**config.mk**
```make
export PLATFORM = sky130hd
export DESIGN_NAME = cap_oneshot_timer
export DESIGN_NICKNAME = d
export VERILOG_FILES = /design/src/rtl/tmr_pkg.sv /design/src/rtl/tmr_pin_edge.sv /design/src/rtl/tmr_regs.sv /design/src/rtl/tmr_seq.sv /design/src/rtl/cap_oneshot_timer.sv
export SDC_FILE = /design/constraint.sdc
export NUM_CORES = 1
export LEC_CHECK = 0
export BUFFER_PORTS_ARGS = -buffer_cell sky130_fd_sc_hd__buf_2
export CORE_MARGIN = 1
export CORE_UTILIZATION = 35
export CTS_CLUSTER_SIZE = 25
export DETAILED_ROUTE_END_ITERATION = 7
export PLACE_DENSITY = 0.64
export REMOVE_ABC_BUFFERS = 1
export SLEW_MARGIN = 25
export SYNTH_ARGS = -nofsm -noshare
export SYNTH_HDL_FRONTEND = slang
export SYNTH_SLANG_ARGS = --single-unit
```
**constraint.sdc**
```tcl
create_clock -name clk -period 1.69 [get_ports clk]
set_input_delay 0.169 -clock clk [delete_from_list [all_inputs] [get_ports clk]]
set_output_delay 0.169 -clock clk [all_outputs]
set_load 0.005 [all_outputs]
```
**src/rtl/tmr_pkg.sv**
```systemverilog
package tmr_pkg;

    typedef enum logic [2:0] {
        ST_STOPPED,
        ST_FREE,
        ST_ARMED,
        ST_DELAY,
        ST_PULSE
    } seq_state_e;

    typedef enum logic [1:0] {
        MD_STOP   = 2'b00,
        MD_FREE   = 2'b01,
        MD_OS_SW  = 2'b10,
        MD_OS_EXT = 2'b11
    } run_mode_e;

    typedef enum logic [1:0] {
        EG_FALL = 2'b00,
        EG_RISE = 2'b01,
        EG_NONE = 2'b10,
        EG_BOTH = 2'b11
    } edge_sel_e;

    localparam int unsigned A_MODE  = 0;
    localparam int unsigned A_EDGE  = 1;
    localparam int unsigned A_CMP0  = 2;
    localparam int unsigned A_CMP1  = 3;
    localparam int unsigned A_CAP   = 4;
    localparam int unsigned A_TRIG  = 5;
    localparam int unsigned A_COUNT = 6;

endpackage

```
**src/rtl/tmr_pin_edge.sv**
```systemverilog
module tmr_pin_edge
    import tmr_pkg::*;
#(
    parameter int unsigned SYNC_STAGES = 2
) (
    input  logic      clk,
    input  logic      rst_n,
    input  logic      pin_i,
    input  edge_sel_e sel_i,
    output logic      edge_o
);
    localparam int unsigned LAST = SYNC_STAGES - 1;

    logic [SYNC_STAGES-1:0] sync_q;
    logic                   prev_q;
    logic                   rise, fall;

    generate
        if (SYNC_STAGES == 1) begin : g_one
            always_ff @(posedge clk or negedge rst_n) begin
                if (!rst_n) sync_q <= '0;
                else        sync_q <= pin_i;
            end
        end else begin : g_chain
            always_ff @(posedge clk or negedge rst_n) begin
                if (!rst_n) sync_q <= '0;
                else        sync_q <= {sync_q[SYNC_STAGES-2:0], pin_i};
            end
        end
    endgenerate

    always_ff @(posedge clk or negedge rst_n) begin
        if (!rst_n) prev_q <= 1'b0;
        else        prev_q <= sync_q[LAST];
    end

    assign rise = sync_q[LAST] & ~prev_q;
    assign fall = ~sync_q[LAST] & prev_q;

    always_comb begin
        unique case (sel_i)
            EG_FALL: edge_o = fall;
            EG_RISE: edge_o = rise;
            EG_NONE: edge_o = 1'b0;
            EG_BOTH: edge_o = rise | fall;
            default: edge_o = 1'b0;
        endcase
    end
endmodule

```
**src/rtl/tmr_regs.sv**
```systemverilog
module tmr_regs
    import tmr_pkg::*;
#(
    parameter int unsigned CNT_W  = 16,
    parameter int unsigned ADDR_W = 3
) (
    input  logic              clk,
    input  logic              rst_n,
    input  logic              wr_en,
    input  logic              rd_en,
    input  logic [ADDR_W-1:0] addr,
    input  logic [CNT_W-1:0]  wdata,
    input  logic [CNT_W-1:0]  cap_i,
    input  logic [CNT_W-1:0]  cnt_i,
    output run_mode_e         mode_o,
    output run_mode_e         mode_new_o,
    output edge_sel_e         esel_o,
    output logic [CNT_W-1:0]  cmp0_o,
    output logic [CNT_W-1:0]  cmp1_o,
    output logic              mode_wr_o,
    output logic              sw_trig_o,
    output logic [CNT_W-1:0]  rdata_o
);
    localparam int unsigned PAD_W = CNT_W - 2;

    logic             esel_wr, cmp0_wr, cmp1_wr;
    logic [CNT_W-1:0] rd_val;

    assign mode_wr_o  = wr_en && (addr == ADDR_W'(A_MODE));
    assign esel_wr    = wr_en && (addr == ADDR_W'(A_EDGE)) && (mode_o == MD_STOP);
    assign cmp0_wr    = wr_en && (addr == ADDR_W'(A_CMP0));
    assign cmp1_wr    = wr_en && (addr == ADDR_W'(A_CMP1));
    assign sw_trig_o  = wr_en && (addr == ADDR_W'(A_TRIG)) && wdata[0];
    assign mode_new_o = run_mode_e'(wdata[1:0]);

    always_ff @(posedge clk or negedge rst_n) begin
        if (!rst_n) begin
            mode_o <= MD_STOP;
            esel_o <= EG_FALL;
            cmp0_o <= '0;
            cmp1_o <= '0;
        end else begin
            if (mode_wr_o) mode_o <= mode_new_o;
            if (esel_wr)   esel_o <= edge_sel_e'(wdata[1:0]);
            if (cmp0_wr)   cmp0_o <= wdata;
            if (cmp1_wr)   cmp1_o <= wdata;
        end
    end

    always_comb begin
        rd_val = '0;
        if      (addr == ADDR_W'(A_MODE))  rd_val = {{PAD_W{1'b0}}, mode_o};
        else if (addr == ADDR_W'(A_EDGE))  rd_val = {{PAD_W{1'b0}}, esel_o};
        else if (addr == ADDR_W'(A_CMP0))  rd_val = cmp0_o;
        else if (addr == ADDR_W'(A_CMP1))  rd_val = cmp1_o;
        else if (addr == ADDR_W'(A_CAP))   rd_val = cap_i;
        else if (addr == ADDR_W'(A_COUNT)) rd_val = cnt_i;
    end

    always_ff @(posedge clk or negedge rst_n) begin
        if (!rst_n)     rdata_o <= '0;
        else if (rd_en) rdata_o <= rd_val;
    end
endmodule

```
**src/rtl/tmr_seq.sv**
```systemverilog
module tmr_seq
    import tmr_pkg::*;
#(
    parameter int unsigned CNT_W = 16
) (
    input  logic             clk,
    input  logic             rst_n,
    input  run_mode_e        mode_i,
    input  run_mode_e        mode_new_i,
    input  logic             mode_wr_i,
    input  logic             sw_trig_i,
    input  logic             edge_i,
    input  logic             cnt_en_i,
    input  logic [CNT_W-1:0] cmp0_i,
    input  logic [CNT_W-1:0] cmp1_i,
    output seq_state_e       state_o,
    output logic [CNT_W-1:0] cnt_o,
    output logic [CNT_W-1:0] cap_o,
    output logic             cap_irq_o,
    output logic             pulse_o
);
    seq_state_e state_q, state_d;
    logic       cnt_clr, cnt_step, ext_trig, sw_go, cap_hit;

    assign ext_trig = edge_i && (mode_i == MD_OS_SW || mode_i == MD_OS_EXT);
    assign sw_go    = sw_trig_i && (mode_i == MD_OS_SW) && (state_q == ST_ARMED);
    assign cap_hit  = edge_i && (mode_i != MD_STOP);
    assign cnt_step = cnt_en_i &&
                      (state_q == ST_FREE || state_q == ST_DELAY || state_q == ST_PULSE);

    always_ff @(posedge clk or negedge rst_n) begin
        if (!rst_n) state_q <= ST_STOPPED;
        else        state_q <= state_d;
    end

    always_comb begin
        state_d = state_q;
        cnt_clr = 1'b0;
        if (mode_wr_i) begin
            cnt_clr = 1'b1;
            unique case (mode_new_i)
                MD_STOP: state_d = ST_STOPPED;
                MD_FREE: state_d = ST_FREE;
                default: state_d = ST_ARMED;
            endcase
        end else if (ext_trig || sw_go) begin
            cnt_clr = 1'b1;
            state_d = ST_DELAY;
        end else begin
            unique case (state_q)
                ST_STOPPED, ST_FREE, ST_ARMED: state_d = state_q;
                ST_DELAY: if (cnt_o == cmp1_i) state_d = ST_PULSE;
                ST_PULSE: if (cnt_o == cmp0_i) begin
                    state_d = ST_ARMED;
                    cnt_clr = 1'b1;
                end
                default:  state_d = ST_STOPPED;
            endcase
        end
    end

    always_ff @(posedge clk or negedge rst_n) begin
        if (!rst_n)        cnt_o <= '0;
        else if (cnt_clr)  cnt_o <= '0;
        else if (cnt_step) cnt_o <= cnt_o + 1'b1;
    end

    always_ff @(posedge clk or negedge rst_n) begin
        if (!rst_n) begin
            cap_o     <= '0;
            cap_irq_o <= 1'b0;
        end else begin
            cap_irq_o <= cap_hit;
            if (cap_hit) cap_o <= cnt_o;
        end
    end

    always_comb begin
        state_o = state_q;
        pulse_o = (state_q == ST_PULSE);
    end
endmodule

```
**src/rtl/cap_oneshot_timer.sv**
```systemverilog
module cap_oneshot_timer
    import tmr_pkg::*;
#(
    parameter int unsigned CNT_W       = 16,
    parameter int unsigned ADDR_W      = 3,
    parameter int unsigned SYNC_STAGES = 2
) (
    input  logic              clk,
    input  logic              rst_n,
    input  logic              bus_wr,
    input  logic              bus_rd,
    input  logic [ADDR_W-1:0] bus_addr,
    input  logic [CNT_W-1:0]  bus_wdata,
    output logic [CNT_W-1:0]  bus_rdata,
    input  logic              cnt_en,
    input  logic              trig_pin,
    output logic              pulse_o,
    output logic              cap_irq
);
    run_mode_e        mode_q, mode_new;
    edge_sel_e        esel_q;
    logic [CNT_W-1:0] cmp0_q, cmp1_q, cnt_q, cap_q;
    logic             mode_wr, sw_trig, pin_edge;
    seq_state_e       seq_state;

    tmr_pin_edge #(.SYNC_STAGES(SYNC_STAGES)) edge_i (
        .clk    (clk),
        .rst_n  (rst_n),
        .pin_i  (trig_pin),
        .sel_i  (esel_q),
        .edge_o (pin_edge)
    );

    tmr_regs #(.CNT_W(CNT_W), .ADDR_W(ADDR_W)) regs_i (
        .clk        (clk),
        .rst_n      (rst_n),
        .wr_en      (bus_wr),
        .rd_en      (bus_rd),
        .addr       (bus_addr),
        .wdata      (bus_wdata),
        .cap_i      (cap_q),
        .cnt_i      (cnt_q),
        .mode_o     (mode_q),
        .mode_new_o (mode_new),
        .esel_o     (esel_q),
        .cmp0_o     (cmp0_q),
        .cmp1_o     (cmp1_q),
        .mode_wr_o  (mode_wr),
        .sw_trig_o  (sw_trig),
        .rdata_o    (bus_rdata)
    );

    tmr_seq #(.CNT_W(CNT_W)) seq_i (
        .clk        (clk),
        .rst_n      (rst_n),
        .mode_i     (mode_q),
        .mode_new_i (mode_new),
        .mode_wr_i  (mode_wr),
        .sw_trig_i  (sw_trig),
        .edge_i     (pin_edge),
        .cnt_en_i   (cnt_en),
        .cmp0_i     (cmp0_q),
        .cmp1_i     (cmp1_q),
        .state_o    (seq_state),
        .cnt_o      (cnt_q),
        .cap_o      (cap_q),
        .cap_irq_o  (cap_irq),
        .pulse_o    (pulse_o)
    );
endmodule

```
==> results of run 1 <==
## power by group through the flow
stage                     combinational (uW)  clock [uW]  sequential (uW)
final                                   1840        2060             2790
after global routing                    2010        2200             2830
after CTS                               1850        2120             2790
after detailed placement                1560           0             2820
after global placement                  1520           0             2810
after floorplan                          822           0             2810
## placed cells by master, fill, tap and decap left out, types with 5 or more instances in the layout
| cell type | instances |
|---|---|
| buf_6 | 7 |
| o21ai_0 | 21 |
| nand2_1 | 27 |
| dfrtp_1 | 89 |
| clkbuf_16 | 9 |
| buf_2 | 40 |
| inv_1 | 11 |
| mux2i_1 | 18 |
| a22oi_1 | 15 |
| mux2_2 | 33 |
| nor2_1 | 26 |
| a21oi_1 | 16 |
| xnor2_1 | 6 |
| xor2_1 | 39 |
| mux2_4 | 16 |
| buf_4 | 72 |
| nand4_1 | 5 |
| nand3_1 | 8 |
| nor2_2 | 8 |
## logic make-up after synthesis
family,count (synthesis),share of synthesized area
and+or+nand+nor,106,0.112
DFF,91,0.486
AOI/OAI and AO/OA,67,0.0987
muxes,67,0.156
xor gates and xnor gates,47,0.0878
buffers and inverters,44,0.0512
adders and majority gates,3,0.00801
## worst register-to-register path, stage by stage, from the launching register on
cell and delay, ns:
dfrtp_1 0.39, xor2_1 0.17, nor4_1 0.29, buf_4 0.16, nand4_1 0.18, o221ai_4 0.26
buf_8 0.19, nor2_2 0.05
## sequential cells by signal, indices dropped and copies added, names as in the netlist, 3 cells and up
register,flops
regs_i.cmp0_o,16
seq_i.cnt_o,16
seq_i.cap_o,16
seq_i.state_o,3
regs_i.rdata_o,16
regs_i.cmp1_o,16
## worst min-delay path by stage
stage	from	endpoint	slack [ns]	cells past startpoint
final	bus_wdata[4]	regs_i.cmp1_o[4]	0.07	2
after global placement	rst_n	edge_i.sync_q[0]	0.15	1
after detailed placement	rst_n	edge_i.sync_q[0]	0.16	1
after floorplan	rst_n	edge_i.prev_q	-0.13	0
after CTS	bus_wdata[8]	regs_i.cmp0_o[8]	0.06	2
after global routing	bus_wdata[5]	regs_i.cmp0_o[5]	0.05	2
## layer usage
layer | wire length (um) | track usage
met5 | 0 | 0
met1 | 5520 | 0.246
met2 | 6140 | 0.315
met4 | 257 | 0.0753
met3 | 561 | 0.0436
## through the flow
step / cells / setup TNS [ns] / total power [uW]
2_1_floorplan: 393 / -3.93 / 3630
3_3_place_gp: 672 / -7.73 / 4330
3_5_place_dp: 672 / -6.70 / 4390
4_1_cts: 705 / -2.62 / 6750
5_1_grt: 707 / -6.00 / 7030
6_report: 707 / -3.00 / 6690
## layout make-up
class                   count  area, um^2
clock buffers              10         239
repair buffers            126         942
multi-input cells         290        2320
well taps                 172         215
clock inverters             6        65.1
fillers                  1186        6720
inverters                  12        47.5
flip-flops and latches     91        2280
## what timing repair did
action                                  in CTS  in global routing
cloned                                       2                  0
endpoints found under the setup margin      36                 36
buffers inserted                            14                  3
hold buffers                                 2                  0
gates resized for setup                     45                 10
endpoints found under the hold margin       32                  0
pin swaps                                   18                  4
==> impl_metrics.py, run 1 <==
metrics = {
    "layout": {
        "final_core_util": 0.476,
        "nNetsFinal": 558,
        "drive_gt1_frac": 0.415,
        "syn_to_final_growth_pct": 30.3,
        "num_antenna_cells": 0,
        "final_cell_area_mm2": 0.00611,
    },
    "grt": {
        "first_global_vias": 3703,
        "grt_max_degree": 35,
        "grt_usage": 0.192,
        "grt_pass1_wl_um": 20400,
        "grt_remaining_overflow": 0,
        "grt_antenna_before_repair": 0,
    },
    "critical_path": {
        "rrSetupSlack_ns": -0.11,
        "crit_path_end": "seq_i.cnt_o[14]",
        "critical-path-max-stage-delay_ns": 0.39,
        "crit_start": "regs_i.cmp0_o[5]",
        "crit_required_ns": 1.92,
        "cp_top_family": "simple AND/OR/NAND/NOR gates",
        "start_kind": "flop",
        "crit_type": "flop to flop",
        "rr_endpoint": "seq_i.cnt_o[14]",
        "cp_num_cells": 7,
        "arrival_ns": 2.03,
        "slowest_stage": "dfrtp_1",
        "critical_path_buf_inv_count": 2,
        "rr_startpoint": "regs_i.cmp0_o[5]",
        "endpoint_kind": "flop",
        "cp_max_fo": 7,
        "cp_cell_sequence": "xor2_1 -> nor4_1 -> buf_4 -> nand4_1 -> o221ai_4 -> buf_8 -> nor2_2",
        "rr_worst_depth": 7,
    },
    "timing": {
        "rsz0062_at_grt": "true",
        "fin_crit_ns": 1.80,
        "hold_viol": 0,
        "tightestPinTransition_ns": 0.683,
        "setup_viol": 34,
        "fmax_mhz": 555,
        "finClkSkew_ns": 0.00945,
        "setup_ws_ns": -0.113,
        "report.final.slew_viol_count": 0,
        "hold_slack_ns": 0.0690,
        "slew_headroom": 0.544,
        "fin_crit_sh": 1.07,
    },
    "power_and_ir_drop": {
        "p_leak_uw": 0.00288,
        "power_frac_comb": 0.276,
        "vdd_drop_max_mv": 0.718,
        "pwr-share-clk": 0.308,
        "p_int_uw": 4660,
        "switching_share": 0.303,
        "power_switching_uw": 2030,
        "power.density_mw_per_mm2": 1100,
        "power.share.sequential": 0.417,
    },
    "logic_synthesis": {
        "synth_area_mm2": 0.00469,
        "ys.flop_type": "dfrtp_1",
        "yosysUniqueCellTypes": 43,
        "syn_avg_cell_area_um2": 11.0,
        "async_flop_share": 1.00,
        "synth_largest_area_cell": "dfrtp_1",
        "seq_area_frac_synth": 0.486,
        "synth_top_area_share": 0.486,
        "synth_cells": 425,
        "synth-seq-cells": 91,
        "yosys.cell_count.top_type": "dfrtp_1",
        "yosysWarningCount": 0,
        "yosys-top-cells-count": "dfrtp_1, mux2_2, xor2_1",
        "synth_edf_count": 0,
        "synth_area_leaders": "dfrtp_1, mux2_2, xor2_1, mux2i_1, nor2_1",
    },
    "clock_network": {
        "cts_made_buffers": 9,
        "insertion_delay_ns": 0.35,
        "clock_tree.buffer_depth": 2,
        "tritoncts": "done",
        "clock_sinks": 91,
        "clk_root_buffer_cell": "clkbuf_16",
        "path_clk_slew_ns": 0.07,
        "htree_levels": 3,
    },
    "outcome": {
        "status": "finished with violations",
        "violations": "setup timing",
    },
    "floorplanning": {
        "core_mm2": 0.0128,
        "pin_count": 43,
        "placementRows": 41,
        "dieArea_mm2": 0.0139,
        "die_w_um": 118,
        "start_util": 0.366,
        "fp.dieH_um": 118,
    },
    "detailed_routing": {
        "drt_iter0_markers": 173,
        "drc": 0,
        "via_per_inst": 5.00,
        "via_count": 3532,
        "dr.pass1.iters": 4,
        "wl_per_cell_um": 17.6,
        "detail-route-antenna-nets": 0,
        "finalWirelength_um": 12500,
    },
    "run": {
        "cap_violations": 0,
    },
    "placed_design": {
        "port-buffer-count": 42,
        "gp_congestion": 0.871,
        "place_worst_setup_slack_ns": -0.280,
        "hpwl_um": 8660,
        "place_area_mm2": 0.00543,
    },
    "hold_path": {
        "hp-class": "input port to flop",
    },
}
Note: power is estimated with default switching activity, not from simulation.
==> run 2: changes to the inputs <==
==> constraint.sdc (replaced) <==
create_clock -name clk -period 1.69 [get_ports clk]
set_input_delay 0.0845 -clock clk [delete_from_list [all_inputs] [get_ports clk]]
set_output_delay 0.0845 -clock clk [all_outputs]
set_load 0.005 [all_outputs]
==> run 2 against run 1 <==
Compared with the run above:
- the flow still finishes with violations (setup timing)
- clock skew is 0.0011 ns lower
- via count is 1.2% higher
- flip-flop and latch count stayed put
- global-route usage is 0.79 points lower
- wire length is 1.6% lower
- setup slack worse by 0.0099 ns
- sequential power hardly changed
- sequential share of layout area is 0.65 points lower
- power is 1.8% lower
- maximum frequency is 0.55% lower
- core utilization is 0.82 points higher
- critical endpoint is now seq_i.cap_o[13]
==> impl_metrics.py, run 2 (synthesis results as in run 1) <==
metrics = {
    "outcome": {
        "status": "finished with violations",
        "violations": "setup timing",
    },
    "floorplanning": {
        "core_mm2": 0.0128,
        "pin_count": 43,
        "fp.dieH_um": 118,
        "start_util": 0.366,
        "dieArea_mm2": 0.0139,
        "die_w_um": 118,
        "placementRows": 41,
    },
    "layout": {
        "num_antenna_cells": 0,
        "syn_to_final_growth_pct": 32.5,
        "drive_gt1_frac": 0.396,
        "mostFrequentLayoutCells": "dfrtp_1, buf_4, buf_2",
        "filler_cell_count": 1186,
        "nNetsFinal": 568,
        "instances_no_fill": 717,
        "final_common_cell": "dfrtp_1",
        "final_core_util": 0.484,
        "seqCellArea_mm2": 0.00228,
        "multi_input_area_mm2": 0.00232,
    },
    "grt": {
        "grt_pass1_wl_um": 19900,
        "grt_max_degree": 35,
        "grt_usage": 0.185,
        "first_global_vias": 3781,
        "grt_remaining_overflow": 0,
        "grt_antenna_before_repair": 0,
    },
    "power_and_ir_drop": {
        "power_frac_comb": 0.282,
        "power_switching_uw": 2030,
        "switching_share": 0.309,
        "pwr-share-clk": 0.291,
        "power.density_mw_per_mm2": 1060,
        "p_int_uw": 4540,
        "power.share.sequential": 0.427,
        "vdd_drop_max_mv": 0.668,
        "p_leak_uw": 0.00292,
    },
    "detailed_routing": {
        "drc": 0,
        "dr.pass1.iters": 4,
        "wl_per_cell_um": 17.1,
        "finalWirelength_um": 12300,
        "drt_iter0_markers": 219,
        "via_count": 3573,
        "via_per_inst": 4.98,
        "detail-route-antenna-nets": 0,
    },
    "critical_path": {
        "critical_path_buf_inv_count": 2,
        "cp_max_fo": 4,
        "crit_required_ns": 1.92,
        "critical-path-max-stage-delay_ns": 0.43,
        "rrSetupSlack_ns": -0.12,
        "slowest_stage": "dfrtp_1",
        "arrival_ns": 2.04,
        "crit_type": "flop to flop",
        "rr_worst_depth": 7,
        "cp_cell_sequence": "ha_4 -> mux2i_2 -> a22oi_2 -> nor2_4 -> buf_6 -> clkbuf_16 -> mux2_4",
        "endpoint_kind": "flop",
        "rr_endpoint": "seq_i.cap_o[13]",
        "rr_startpoint": "edge_i.sync_q[1]",
        "start_kind": "flop",
        "cp_top_family": "flip-flops",
    },
    "clock_network": {
        "path_clk_slew_ns": 0.07,
        "tritoncts": "done",
        "cts_made_buffers": 9,
        "clk_root_buffer_cell": "clkbuf_16",
        "clock_tree.buffer_depth": 2,
        "insertion_delay_ns": 0.35,
        "clock_sinks": 91,
        "htree_levels": 3,
    },
    "timing": {
        "fin_crit_ns": 1.81,
        "hold_slack_ns": 0.0849,
        "fin_crit_sh": 1.07,
        "tightestPinTransition_ns": 0.485,
        "setup_viol": 27,
        "rsz0062_at_grt": "true",
        "hold_viol": 0,
        "slew_headroom": 0.676,
        "fmax_mhz": 552,
        "finClkSkew_ns": 0.00831,
        "report.final.slew_viol_count": 0,
        "setup_ws_ns": -0.123,
    },
    "hold_path": {
        "hp-class": "input port to flop",
        "timing.hold.worst_path_depth": 3,
        "holdPathEnd": "seq_i.state_o[0]",
        "worstHoldStart": "bus_wdata[0]",
    },
    "run": {
        "cap_violations": 0,
    },
    "placed_design": {
        "place_worst_setup_slack_ns": -0.202,
        "port-buffer-count": 42,
        "gp_congestion": 0.891,
        "place_inst": 675,
        "hpwl_um": 8350,
    },
}
run 2: changes by cell type in the layout (fill, tap and decap cells not counted), moves of 3 or more:
| cell | delta |
|---|---|
| buf_12 | +3 |
| dlygate4sd3_1 | +15 |
| buf_6 | -5 |
| buf_4 | -4 |
run 2: power groups by stage:
stage                     Clock [uW]  Combinational (uW)  Sequential [uW]
after global routing            2030                2030             2850
after global placement             0                1540             2830
after detailed placement           0                1580             2840
final                           1910                1850             2800
after CTS                       1960                1770             2800
after floorplan                    0                 822             2810
run 2: worst reg2reg max path, cell delays in order, from the launching register on:
cell	delay [ns]
dfrtp_1	0.43
ha_4	0.29
mux2i_2	0.06
a22oi_2	0.25
nor2_4	0.07
buf_6	0.14
clkbuf_16	0.16
mux2_4	0.30
run 2: layout make-up:
class,count,area share
Tap cell,172,0.0346
Clock inverter,5,0.00624
Clock buffer,11,0.0391
Timing Repair Buffer,136,0.172
Sequential cell,91,0.367
Multi-Input combinational cell,290,0.374
Inverter,12,0.00725
run 2: worst max-delay path by stage:
stage,startpoint,endpoint,slack [ns],depth (start not counted)
floorplan,edge_i.prev_q,seq_i.cap_o[0],-0.25,6
global placement,regs_i.cmp0_o[15],seq_i.state_o[1],-0.1,6
detailed placement,seq_i.cnt_o[5],seq_i.state_o[1],-0.20,6
CTS,edge_i.sync_q[1],seq_i.cap_o[12],-0.12,7
global route,seq_i.cnt_o[15],seq_i.state_o[1],-0.19,6
finish,edge_i.sync_q[1],seq_i.cap_o[13],-0.12,7
run 2: routing by layer:
metal | track usage | wire (um) | vias to the layer above
li1 | - | - | 1705
met1 | 0.243 | 5670 | 1787
met2 | 0.307 | 6020 | 68
met3 | 0.0349 | 453 | 13
met4 | 0.0529 | 133 | 0
met5 | 0 | 0 | -
run 2: per-stage QoR:
stage / area (um^2) / TNS [ns] / power, uW
6_report: 6210 / -2.04 / 6560
4_1_cts: 6100 / -2.90 / 6530
2_1_floorplan: 4490 / -3.93 / 3630
3_5_place_dp: 5490 / -4.46 / 4410
5_1_grt: 6210 / -4.30 / 6910
3_3_place_gp: 5490 / -1.68 / 4360
run 2: timing repair:
action | 4_1_cts | 5_1_grt
endpoints found under the hold margin | 61 | 0
gates cloned | 1 | 1
buffers inserted | 7 | 1
hold buffers | 17 | 0
gates resized for setup | 18 | 28
pin swaps | 20 | 5
setup endpoints to repair | 34 | 35
